## config.mk

```make
export PLATFORM = sky130hd
export DESIGN_NAME = smm_range_filter
export DESIGN_NICKNAME = d
export VERILOG_FILES = /design/src/rtl/smm_filter_pkg.sv /design/src/rtl/smm_cfg_regs.sv /design/src/rtl/smm_range_decode.sv /design/src/rtl/smm_range_filter.sv
export SDC_FILE = /design/constraint.sdc
export NUM_CORES = 1
export LEC_CHECK = 0
export BUFFER_PORTS_ARGS = -buffer_cell sky130_fd_sc_hd__buf_2
export CORE_MARGIN = 4
export CORE_UTILIZATION = 41
export DETAILED_ROUTE_END_ITERATION = 12
export HOLD_SLACK_MARGIN = 0.06
export PLACE_DENSITY = 0.85
export SKIP_CTS_REPAIR_TIMING = 1
export SLEW_MARGIN = 20
export SYNTH_ARGS = -nofsm -noshare
export SYNTH_HDL_FRONTEND = slang
export SYNTH_HIERARCHICAL = 1
export SYNTH_SLANG_ARGS = --single-unit
```

## constraint.sdc

```tcl
create_clock -name clk -period 1 [get_ports clk]
set_clock_uncertainty 0.15 [all_clocks]
set_input_delay 0.2 -clock clk [delete_from_list [all_inputs] [get_ports clk]]
set_output_delay 0.2 -clock clk [all_outputs]
set_load 0.01 [all_outputs]
```

## src/rtl/smm_filter_pkg.sv

```systemverilog
package smm_filter_pkg;

  typedef enum logic [1:0] {
    ROUTE_NONE = 2'b00,
    ROUTE_DRAM = 2'b01,
    ROUTE_IO   = 2'b10
  } route_e;

  // control register field positions
  localparam int CTL_GEN  = 0;
  localparam int CTL_SEN  = 1;
  localparam int CTL_SZLO = 2;
  localparam int CTL_LOCK = 7;

endpackage

```

## src/rtl/smm_cfg_regs.sv

```systemverilog
module smm_cfg_regs #(
  parameter int DATA_W = 8,
  parameter int TOP_W  = 4
) (
  input  logic              clk,
  input  logic              rst_n,
  input  logic              we,
  input  logic              sel,
  input  logic [DATA_W-1:0] wdata,
  output logic [DATA_W-1:0] rdata,
  output logic              glob_en,
  output logic              seg_en,
  output logic [1:0]        size_code,
  output logic [TOP_W-1:0]  top_field
);
  import smm_filter_pkg::*;

  logic             lock_q, lock_d;
  logic             gen_q, gen_d, sen_q, sen_d;
  logic [1:0]       sz_q, sz_d;
  logic [TOP_W-1:0] top_q, top_d;
  logic             ctl_wr, top_wr;

  assign ctl_wr = we && !sel && !lock_q;
  assign top_wr = we &&  sel && !lock_q;

  always_comb begin
    lock_d = lock_q;
    gen_d  = gen_q;
    sen_d  = sen_q;
    sz_d   = sz_q;
    top_d  = top_q;
    if (ctl_wr) begin
      lock_d = wdata[CTL_LOCK];
      gen_d  = wdata[CTL_GEN];
      sen_d  = wdata[CTL_SEN];
      sz_d   = wdata[CTL_SZLO +: 2];
    end
    if (top_wr) top_d = wdata[TOP_W-1:0];
  end

  always_ff @(posedge clk or negedge rst_n) begin
    if (!rst_n) begin
      lock_q <= 1'b0;
      gen_q  <= 1'b0;
      sen_q  <= 1'b0;
      sz_q   <= 2'b00;
      top_q  <= TOP_W'(1);
    end else begin
      lock_q <= lock_d;
      gen_q  <= gen_d;
      sen_q  <= sen_d;
      sz_q   <= sz_d;
      top_q  <= top_d;
    end
  end

  always_comb begin
    rdata = '0;
    if (sel) begin
      rdata[TOP_W-1:0] = top_q;
    end else begin
      rdata[CTL_GEN]       = gen_q;
      rdata[CTL_SEN]       = sen_q;
      rdata[CTL_SZLO +: 2] = sz_q;
      rdata[CTL_LOCK]      = lock_q;
    end
  end

  assign glob_en   = gen_q;
  assign seg_en    = sen_q;
  assign size_code = sz_q;
  assign top_field = top_q;

  logic unused_wbits;
  assign unused_wbits = ^wdata;

  // lock never clears once set
  assert_lock_sticky_R8: assert property (@(posedge clk) disable iff (!rst_n)
    lock_q |=> lock_q);
  // locked fields keep their value whatever is written
  assert_locked_stable_R8: assert property (@(posedge clk) disable iff (!rst_n)
    lock_q |=> ($stable(gen_q) && $stable(sen_q) && $stable(sz_q) && $stable(top_q)));
  // reserved read bits are zero
  assert_reserved_zero_R10: assert property (@(posedge clk) disable iff (!rst_n)
    sel |-> (rdata[DATA_W-1:TOP_W] == '0));

endmodule

```

## src/rtl/smm_range_decode.sv

```systemverilog
module smm_range_decode #(
  parameter int          ADDR_W   = 40,
  parameter int          LOW_W    = 32,
  parameter int          TOP_W    = 4,
  parameter int          SZ_LOG2  = 19,
  parameter int          LEG_LOG2 = 17,
  parameter logic [31:0] LEG_BASE = 32'h000A_0000
) (
  input  logic              glob_en,
  input  logic              seg_en,
  input  logic [1:0]        size_code,
  input  logic [TOP_W-1:0]  top_field,
  input  logic [ADDR_W-1:0] addr,
  input  logic              smm,
  output smm_filter_pkg::route_e route
);
  import smm_filter_pkg::*;

  localparam int EXT_W   = LOW_W + 1;
  localparam int TOP_LSB = LOW_W - TOP_W;

  logic             below_4g;
  logic [EXT_W-1:0] top_x, size_x, base_x, addr_x;
  logic             seg_nonempty, seg_hit, leg_hit;

  always_comb begin
    below_4g     = (addr[ADDR_W-1:LOW_W] == '0);
    addr_x       = {1'b0, addr[LOW_W-1:0]};
    top_x        = {1'b0, top_field, {TOP_LSB{1'b0}}};
    size_x       = EXT_W'(1) << (SZ_LOG2 + int'(size_code));
    base_x       = top_x - size_x;
    seg_nonempty = (top_x >= size_x);
    seg_hit      = glob_en && seg_en && seg_nonempty && below_4g &&
                   (addr_x >= base_x) && (addr_x < top_x);
    leg_hit      = glob_en && below_4g &&
                   (addr[LOW_W-1:LEG_LOG2] == LEG_BASE[LOW_W-1:LEG_LOG2]);
    if (seg_hit || leg_hit) route = smm ? ROUTE_DRAM : ROUTE_IO;
    else                    route = ROUTE_NONE;
  end

endmodule

```

## src/rtl/smm_range_filter.sv

```systemverilog
module smm_range_filter #(
  parameter int ADDR_W = 40,
  parameter int DATA_W = 8,
  parameter int TOP_W  = 4
) (
  input  logic              clk,
  input  logic              rst_n,
  input  logic              cfg_we,
  input  logic              cfg_addr,
  input  logic [DATA_W-1:0] cfg_wdata,
  output logic [DATA_W-1:0] cfg_rdata,
  input  logic              req_valid,
  input  logic [ADDR_W-1:0] req_addr,
  input  logic              req_smm,
  output logic              rsp_valid,
  output logic [1:0]        rsp_route
);
  import smm_filter_pkg::*;

  localparam int LOW_W = 32;

  logic       rst_meta, rst_sync_n;
  logic       glob_en, seg_en;
  logic [1:0] size_code;
  logic [TOP_W-1:0] top_field;
  route_e     route_c;
  logic       vld_d;
  logic [1:0] route_d;

  // asynchronous assert, synchronous release
  always_ff @(posedge clk or negedge rst_n) begin
    if (!rst_n) begin
      rst_meta   <= 1'b0;
      rst_sync_n <= 1'b0;
    end else begin
      rst_meta   <= 1'b1;
      rst_sync_n <= rst_meta;
    end
  end

  smm_cfg_regs #(.DATA_W(DATA_W), .TOP_W(TOP_W)) u_regs (
    .clk(clk), .rst_n(rst_sync_n), .we(cfg_we), .sel(cfg_addr),
    .wdata(cfg_wdata), .rdata(cfg_rdata), .glob_en(glob_en),
    .seg_en(seg_en), .size_code(size_code), .top_field(top_field)
  );

  smm_range_decode #(.ADDR_W(ADDR_W), .LOW_W(LOW_W), .TOP_W(TOP_W)) u_dec (
    .glob_en(glob_en), .seg_en(seg_en), .size_code(size_code),
    .top_field(top_field), .addr(req_addr), .smm(req_smm), .route(route_c)
  );

  always_comb begin
    vld_d   = req_valid;
    route_d = req_valid ? route_c : ROUTE_NONE;
  end

  always_ff @(posedge clk or negedge rst_sync_n) begin
    if (!rst_sync_n) begin
      rsp_valid <= 1'b0;
      rsp_route <= ROUTE_NONE;
    end else begin
      rsp_valid <= vld_d;
      rsp_route <= route_d;
    end
  end

  // one-cycle latency on the valid strobe
  assert_valid_latency_R11: assert property (@(posedge clk) disable iff (!rst_sync_n)
    req_valid |=> rsp_valid);
  assert_idle_none_R11: assert property (@(posedge clk) disable iff (!rst_sync_n)
    !req_valid |=> (!rsp_valid && rsp_route == ROUTE_NONE));
  // above 4 GB never hits
  assert_high_addr_none_R4: assert property (@(posedge clk) disable iff (!rst_sync_n)
    (req_valid && req_addr[ADDR_W-1:LOW_W] != '0) |=> rsp_route == ROUTE_NONE);
  // nothing hits without the global enable
  assert_disabled_none_R5: assert property (@(posedge clk) disable iff (!rst_sync_n)
    (req_valid && !glob_en) |=> rsp_route == ROUTE_NONE);
  // no illegal route code
  assert_route_legal_R6: assert property (@(posedge clk) disable iff (!rst_sync_n)
    rsp_route != 2'b11);

endmodule

```

==> impl_metrics.toml, run 1 <==
[outcome]
run_status = "complete, but fails checks"
violations = "setup timing"

[setup_path]
max_stage_delay_ns = 0.58
cp-endpoint = "rsp_route[1]$_DFF_PN0_"
worstSetupPathType = "flop to flop"
reg2reg_slack_ns = -1.53
cp-start-kind = "flop"
end_kind = "flop"
cp_max_fo = 4
crit_chain = "inv_2 > ha_4 > xnor2_1 > ha_1 > nand3_2 > or4_4 > o32ai_4 > o21ai_2 > a31oi_1 > and2_1"
r2r_cells = 10
crit_arrival_ns = 2.61
required_ns = 1.07
reg2reg_from = "u_regs/top_field[0]$_DFFE_PN1P_"
r2r-end = "rsp_route[1]$_DFF_PN0_"
cp_slowest_cell = "dfstp_2"
startpoint = "u_regs/top_field[0]$_DFFE_PN1P_"

[global_route]
met3_usage_pct = 4.745
grt_pass1_vias = 1328
antenna_found_initial = 0
grt_overflow_total = 0
grt_pass1_wl_um = 5561
grt_max_degree = 13
use_met2_pct = 33.03
use_met1_pct = 17.92
busiest_layer = "met2"
grt_usage_pct = 16.95

[detailed_routing]
wirelength_um = 3480
drt_pass1_iterations = 4
vias = 1295
first_iter_violations = 36
wl_per_cell_um = 12.99
via_per_inst = 4.832
post-route-drc-count = 0
final_antenna_net_count = 0

[synthesis]
syn_area_per_cell_um2 = 10.13
synth-edff-count = 0
synth_cell_types = 42
ys_ff_latch = 14
syn-cell-area_mm2 = 0.001286
ys_seq_area_share_pct = 27.33
async_flop_share_pct = 100.0
yosysWarnings = 6
ys.flop_type = "dfrtp_1"
netlist_instances = 127

[clocking]
clock_latency_ns = 0.29
path_clk_slew_ns = 0.09
cts_buffers = 3
cts-root-buf = "clkbuf_4"
cts.path.max_buffers = 2
cts_sinks = 14
htreeDepth = 1
cts_tree = "done"

[timing]
fmax_mhz = 395.1
finalCritPeriodShare_pct = 253.1
period_minus_slack_ns = 2.531
rsz0062_at_grt = "yes"
finalSetupViolations = 19
finalWorstSetupSlack_ns = -1.531
slew_viol_final = 0
hold_viol_final = 0

[finish]
fillers = 257
mostFrequentLayoutCells = "buf_2 (53), buf_4 (22), ha_1 (20)"
layout.area.seq_um2 = 351.6
multi_input_area_um2 = 962.2
antenna_cells = 0
drive_above_1_share_pct = 53.57
final_nets = 300
syn_to_final_growth_pct = 59.14
final_common_cell = "buf_2"

[pwr]
peakVddDrop_uv = 1190
p_per_area_mw_per_mm2 = 1455
total_power_w = 0.002978
p_leak_nw = 1.049

[floorplanning]
die-area_mm2 = 0.004097
core_area_mm2 = 0.003028
ioPinCount = 65
fp.dieW_um = 64.01
die_height_um = 64.01
rows = 20
start_util_pct = 42.48

[job]
max-cap-violations = 0

[min_path]
holdCritPathClass = "flop to asynchronous set/reset pin"

[place]
io_buffers = 58
dp_slack_ns = -1.541
dp_hpwl_um = 2898
gp_congestion = 0.8230
==> power breakdown <==
group	internal [W]	switching, W
Clock	0.000222	0.000189
Combinational	0.00104	0.000755
Sequential	0.000684	0.0000910
Total	0.00194	0.00104
==> worst min path at each step <==
stage,slack [ns],startpoint,end,depth (start not counted)
4_1_cts,-0.47,rst_n,rst_meta$_DFF_PN0_,1
6_report,0.009,rst_sync_n$_DFF_PN0_,u_regs/lock_q$_DFFE_PN0P_,1
3_3_place_gp,-0.16,rst_n,rst_meta$_DFF_PN0_,1
5_1_grt,0.003,cfg_wdata[7],u_regs/lock_q$_DFFE_PN0P_,2
3_5_place_dp,-0.16,rst_n,rst_meta$_DFF_PN0_,1
2_1_floorplan,-0.25,rst_n,rst_meta$_DFF_PN0_,0
==> sequential cells by signal (all words and copies together) (netlist names) <==
name,flops
u_regs/top_field,4
rsp_route,2
u_regs/size_code,2
rsp_valid,1
rst_meta,1
rst_sync_n,1
u_regs/glob_en,1
u_regs/lock_q,1
u_regs/seg_en,1
==> through the flow <==
stage	instance area (um^2)	instances	util [%]	TNS [ns]	hold slack, ns
4_1_cts	1899	262	62.73	-8.902	-0.4744
3_3_place_gp	1863	258	61.53	-6.277	-0.1634
2_1_floorplan	1356	135	-	-4.992	-0.2456
6_report	2047	268	67.60	-9.430	0.009384
3_5_place_dp	1863	258	61.53	-6.610	-0.1621
5_1_grt	2047	268	67.60	-10.38	0.002980
==> per-layer routing <==
metal / vias to the layer above / wire (um)
li1: 646 / -
met1: 588 / 1326
met2: 57 / 1774
met3: 4 / 327
met4: 0 / 52
met5: - / 0
==> layout make-up <==
class                   count  share of cell area (%)
clock buffers               4                   1.773
inverters                   9                   1.650
multi-input cells         106                   47.00
flip-flops and latches     14                   17.18
well taps                  44                   2.689
repair buffers             91                   29.71
==> synthesized netlist by cell type, types with 3 or more instances <==
cell | n | area share, %
and2_1 | 3 | 1.5
inv_1 | 9 | 2.6
dfrtp_1 | 13 | 25
nand2_1 | 3 | 0.88
conb_1 | 4 | 1.2
a21oi_1 | 5 | 1.9
nor2_1 | 5 | 1.5
o21ai_0 | 3 | 1.2
nor4_1 | 5 | 2.4
nand2b_1 | 3 | 1.5
ha_1 | 21 | 20
buf_4 | 3 | 1.8
mux2_2 | 12 | 11
==> critical path: cells and delay by family, from the launching register on <==
family | cells | cell delay, ns
AND/OR/NAND/NOR | 3 | 0.65
flip-flops | 1 | 0.58
adder cells (fa/ha/maj) | 2 | 0.47
AO/OA/AOI/OAI | 3 | 0.44
XOR/XNOR | 1 | 0.12
buffers and inverters | 1 | 0.06
==> cells by family (layout without fill, tap and decap cells) <==
| kind of cell | count (synthesis) | in the layout | share of synthesized area, % |
|---|---|---|---|
| and+or+nand+nor | 40 | 40 | 21.31 |
| xor gates and xnor gates | 2 | 2 | 1.362 |
| DFF | 14 | 14 | 27.33 |
| AOI/OAI and AO/OA | 19 | 19 | 12.06 |
| other | 4 | 12 | 1.167 |
| buffers and inverters | 15 | 104 | 5.836 |
| muxes | 12 | 12 | 10.51 |
| adders and majority gates | 21 | 21 | 20.43 |
(Power assumes the default switching activity.)
==> inputs of run 2 (changes only) <==
- PLACE_DENSITY: 0.85 -> 0.76
- REMOVE_ABC_BUFFERS: not set -> 1
==> impl_metrics.toml, run 2 (synthesis gave the netlist of run 1 again) <==
[global_route]
grt_max_degree = 13
antenna_found_initial = 0
grt_usage_pct = 16.44
grt_pass1_vias = 1268
grt_overflow_total = 0
grt_pass1_wl_um = 5388

[floorplanning]
die_height_um = 64.01
ioPinCount = 65
start_util_pct = 42.48
rows = 20
die-area_mm2 = 0.004097
core_area_mm2 = 0.003028
fp.dieW_um = 64.01

[place]
placed_cell_area_mm2 = 0.001785
gp_congestion = 0.8427
io_buffers = 58
dp_hpwl_um = 2769

[clocking]
cts_buffers = 3
cts.path.max_buffers = 2
htreeDepth = 1
cts_sinks = 14
cts-root-buf = "clkbuf_4"
clock_latency_ns = 0.28
path_clk_slew_ns = 0.08
cts_tree = "done"

[timing]
finalWorstSetupSlack_ns = -1.564
rsz0062_at_grt = "yes"
hold_viol_final = 0
setup_tns_ns = -9.601
period_minus_slack_ns = 2.564
timing.hold.ws_ns = 0.01020
finalCritPeriodShare_pct = 256.4
fmax_mhz = 389.9
finalSetupViolations = 18
slew_viol_final = 0

[finish]
final_util_pct = 66.74
layout.area.seq_um2 = 351.6
final_common_cell = "buf_2"
final_area_mm2 = 0.002021
fillers = 262
drive_above_1_share_pct = 53.42
antenna_cells = 0
mostFrequentLayoutCells = "buf_2 (53), ha_1 (20), buf_4 (17)"
largest_register_ffs = 4
final_nets = 295
syn_to_final_growth_pct = 57.10
multi_input_area_um2 = 973.4

[pwr]
switchingPower_w = 0.001024
p_per_area_mw_per_mm2 = 1459
seqPwrFrac_pct = 26.0
pwr-share-clk_pct = 13.9
peakVddDrop_uv = 1239
p_leak_nw = 1.029
power.internal_w = 0.001924
power_frac_comb_pct = 60.2
p_sw_share_pct = 34.74

[setup_path]
required_ns = 1.07
worstSetupPathType = "flop to flop"
crit_arrival_ns = 2.64
reg2reg_slack_ns = -1.56
r2r-end = "rsp_route[1]$_DFF_PN0_"
r2r_cells = 10
cp_max_fo = 4
cp-start-kind = "flop"
reg2reg_from = "u_regs/top_field[0]$_DFFE_PN1P_"
end_kind = "flop"

[detailed_routing]
drt_pass1_iterations = 4
via_per_inst = 4.916
first_iter_violations = 19
post-route-drc-count = 0
wirelength_um = 3602
wl_per_cell_um = 13.70
vias = 1293
final_antenna_net_count = 0

[min_path]
min_to = "u_regs/size_code[1]$_DFFE_PN0P_"
min_from = "cfg_wdata[3]"
min_path_cells = 2
holdCritPathClass = "input port to flop"

[outcome]
run_status = "complete, but fails checks"
violations = "setup timing"

[job]
max-cap-violations = 0
-- run 2: changes by cell type in the layout (fill, tap and decap cells not counted) --
cell / change
o2111ai_2: +1
nor2_1: -1
xnor2_1: -1
buf_4: -5
xnor2_2: +1
nor3_1: +1
o2111ai_1: -1
nor3_2: -1
nor2_2: +1
-- run 2: metrics by stage --
stage	instances	power [W]	setup WS (ns)
floorplan	129	0.001533	-1.622
CTS	257	0.002555	-1.782
global route	263	0.003191	-1.693
detailed placement	253	0.002132	-1.764
finish	263	0.002949	-1.564
global placement	253	0.002089	-1.636
-- run 2: layout make-up --
type | count | share of cell area (%)
multi-input cells | 106 | 48.17
repair buffers | 86 | 28.24
flip-flops and latches | 14 | 17.40
well taps | 44 | 2.724
clock buffers | 4 | 1.796
inverters | 9 | 1.672
-- run 2: routing by layer --
| metal | vias to the layer above | part of all wire, % | track usage, % |
|---|---|---|---|
| met5 | - | 0 | 0 |
| met1 | 587 | 38 | 19.37 |
| met2 | 59 | 49 | 27.74 |
| li1 | 643 | - | - |
| met3 | 4 | 12 | 5.272 |
| met4 | 0 | 1.1 | 5.930 |
-- run 2: worst max-delay path, cell delays in order, from the launching register on --
cell	delay, ns
dfstp_2	0.57
inv_2	0.05
ha_4	0.15
xnor2_2	0.12
ha_1	0.31
nand3_2	0.08
or4_4	0.44
o32ai_4	0.23
o21ai_2	0.10
a31oi_1	0.16
and2_1	0.15
-- run 2: how the worst max path moves through the flow --
stage / startpoint / endpoint / slack, ns / cells past startpoint
2_1_floorplan: u_regs/top_field[2]$_DFFE_PN0P_ / rsp_route[0]$_DFF_PN0_ / -1.62 / 9
3_3_place_gp: u_regs/top_field[0]$_DFFE_PN1P_ / rsp_route[0]$_DFF_PN0_ / -1.64 / 10
3_5_place_dp: u_regs/top_field[0]$_DFFE_PN1P_ / rsp_route[1]$_DFF_PN0_ / -1.76 / 10
4_1_cts: u_regs/top_field[0]$_DFFE_PN1P_ / rsp_route[1]$_DFF_PN0_ / -1.78 / 10
5_1_grt: u_regs/top_field[0]$_DFFE_PN1P_ / rsp_route[1]$_DFF_PN0_ / -1.69 / 10
6_report: u_regs/top_field[0]$_DFFE_PN1P_ / rsp_route[1]$_DFF_PN0_ / -1.56 / 10
-- run 2: power by group through the flow --
stage | combinational (W) | clock (W) | sequential, W
6_report | 0.00177 | 0.000409 | 0.000766
5_1_grt | 0.00196 | 0.000444 | 0.000786
4_1_cts | 0.00138 | 0.000425 | 0.000754
3_5_place_dp | 0.00137 | 0 | 0.000765
3_3_place_gp | 0.00133 | 0 | 0.000758
2_1_floorplan | 0.000743 | 0 | 0.000790
==> inputs of run 3 (changes only) <==
- SKIP_LAST_GASP: not set -> 1
==> impl_metrics.toml, run 3 (synthesis gave the netlist of run 1 again) <==
[floorplanning]
die-area_mm2 = 0.004097
core_area_mm2 = 0.003028
rows = 20
fp.dieW_um = 64.01
ioPinCount = 65
start_util_pct = 42.48
die_height_um = 64.01

[clocking]
cts_tree = "done"
htreeDepth = 1
clock_latency_ns = 0.28
cts_buffers = 3
cts.path.max_buffers = 2
cts_sinks = 14
cts-root-buf = "clkbuf_4"
path_clk_slew_ns = 0.08

[setup_path]
cp_max_fo = 4
crit_arrival_ns = 2.64
required_ns = 1.08
worstSetupPathType = "flop to flop"
cp-start-kind = "flop"
end_kind = "flop"

[detailed_routing]
vias = 1297
via_per_inst = 4.932
final_antenna_net_count = 0
wirelength_um = 3594
drt_pass1_iterations = 4
wl_per_cell_um = 13.67
first_iter_violations = 21
post-route-drc-count = 0

[finish]
final_nets = 295
final_area_mm2 = 0.002017
syn_to_final_growth_pct = 56.81
mostFrequentLayoutCells = "buf_2 (53), ha_1 (20), buf_4 (17)"
drive_above_1_share_pct = 53.42
fillers = 262
final_util_pct = 66.61
antenna_cells = 0
largest_register_ffs = 4
final_common_cell = "buf_2"

[pwr]
peakVddDrop_uv = 1240
p_leak_nw = 1.025
p_per_area_mw_per_mm2 = 1456
total_power_w = 0.002937

[global_route]
grt_pass1_wl_um = 5388
antenna_found_initial = 0
grt_usage_pct = 16.44
grt_max_degree = 13
grt_pass1_vias = 1268
grt_overflow_total = 0

[timing]
hold_viol_final = 0
slew_viol_final = 0
fmax_mhz = 390.3
rsz0062_at_grt = "yes"
finalCritPeriodShare_pct = 256.2
finalWorstSetupSlack_ns = -1.562
finalSetupViolations = 18
timing.hold.ws_ns = 0.009299
period_minus_slack_ns = 2.562

[outcome]
violations = "setup timing"
run_status = "complete, but fails checks"

[place]
dp_slack_ns = -1.764
gp_congestion = 0.8427
placed_cell_area_mm2 = 0.001785
io_buffers = 58
dp_hpwl_um = 2769

[job]
max-cap-violations = 0

[min_path]
holdCritPathClass = "input port to flop"
run 3: changes by cell type in the layout (fill, tap and decap cells not counted):
cell	before	now
mux2_2	4	5
mux2_4	8	7
run 3: area by class of cell:
cell class	count	area, um^2	area share (%)
Clock buffer	4	36.28	1.799
Inverter	9	33.78	1.675
Multi-Input combinational cell	106	969.7	48.08
Sequential cell	14	351.6	17.43
Tap cell	44	55.05	2.730
Timing Repair Buffer	86	570.5	28.29
run 3: metal layers:
metal  GRT usage (%)  wire [um]  vias to the layer above
met5               0          0                        -
li1                -          -                      642
met2           27.74       1745                       64
met1           19.37       1354                      587
met3           5.272        452                        4
met4           5.930         40                        0
run 3: power by group:
part	internal, W	total (W)	switching (W)
clock network	0.000222	0.000410	0.000188
logic	0.00101	0.00176	0.000751
registers	0.000684	0.000766	0.0000821
run 3: final timing paths:
kind | to | slack (ns) | cells after the start | start
hold / removal | u_regs/size_code[1]$_DFFE_PN0P_ | 0.009 | 2 | cfg_wdata[3]
min in group asynchronous | u_regs/lock_q$_DFFE_PN0P_ | 0.03 | 1 | rst_sync_n$_DFF_PN0_
setup / recovery | rsp_route[1]$_DFF_PN0_ | -1.56 | 10 | u_regs/top_field[0]$_DFFE_PN1P_
hold reg to reg | u_regs/lock_q$_DFFE_PN0P_ | 0.03 | 1 | rst_sync_n$_DFF_PN0_
max in group asynchronous | u_regs/top_field[0]$_DFFE_PN1P_ | 0.45 | 1 | rst_sync_n$_DFF_PN0_
setup reg to reg | rsp_route[1]$_DFF_PN0_ | -1.56 | 10 | u_regs/top_field[0]$_DFFE_PN1P_
run 3: through the flow:
stage          cells  TNS, ns
2_1_floorplan    129   -5.185
3_3_place_gp     253   -6.665
3_5_place_dp     253   -7.002
4_1_cts          257   -9.141
5_1_grt          263   -10.55
6_report         263   -9.630
run 3: worst max-delay path: stages, from the launching register on:
cell     delay [ns]
dfstp_2        0.57
inv_2          0.05
ha_4           0.15
xnor2_2        0.12
ha_1           0.31
nand3_2        0.07
or4_4          0.44
o32ai_4        0.23
o21ai_2        0.10
a31oi_1        0.16
and2_1         0.15
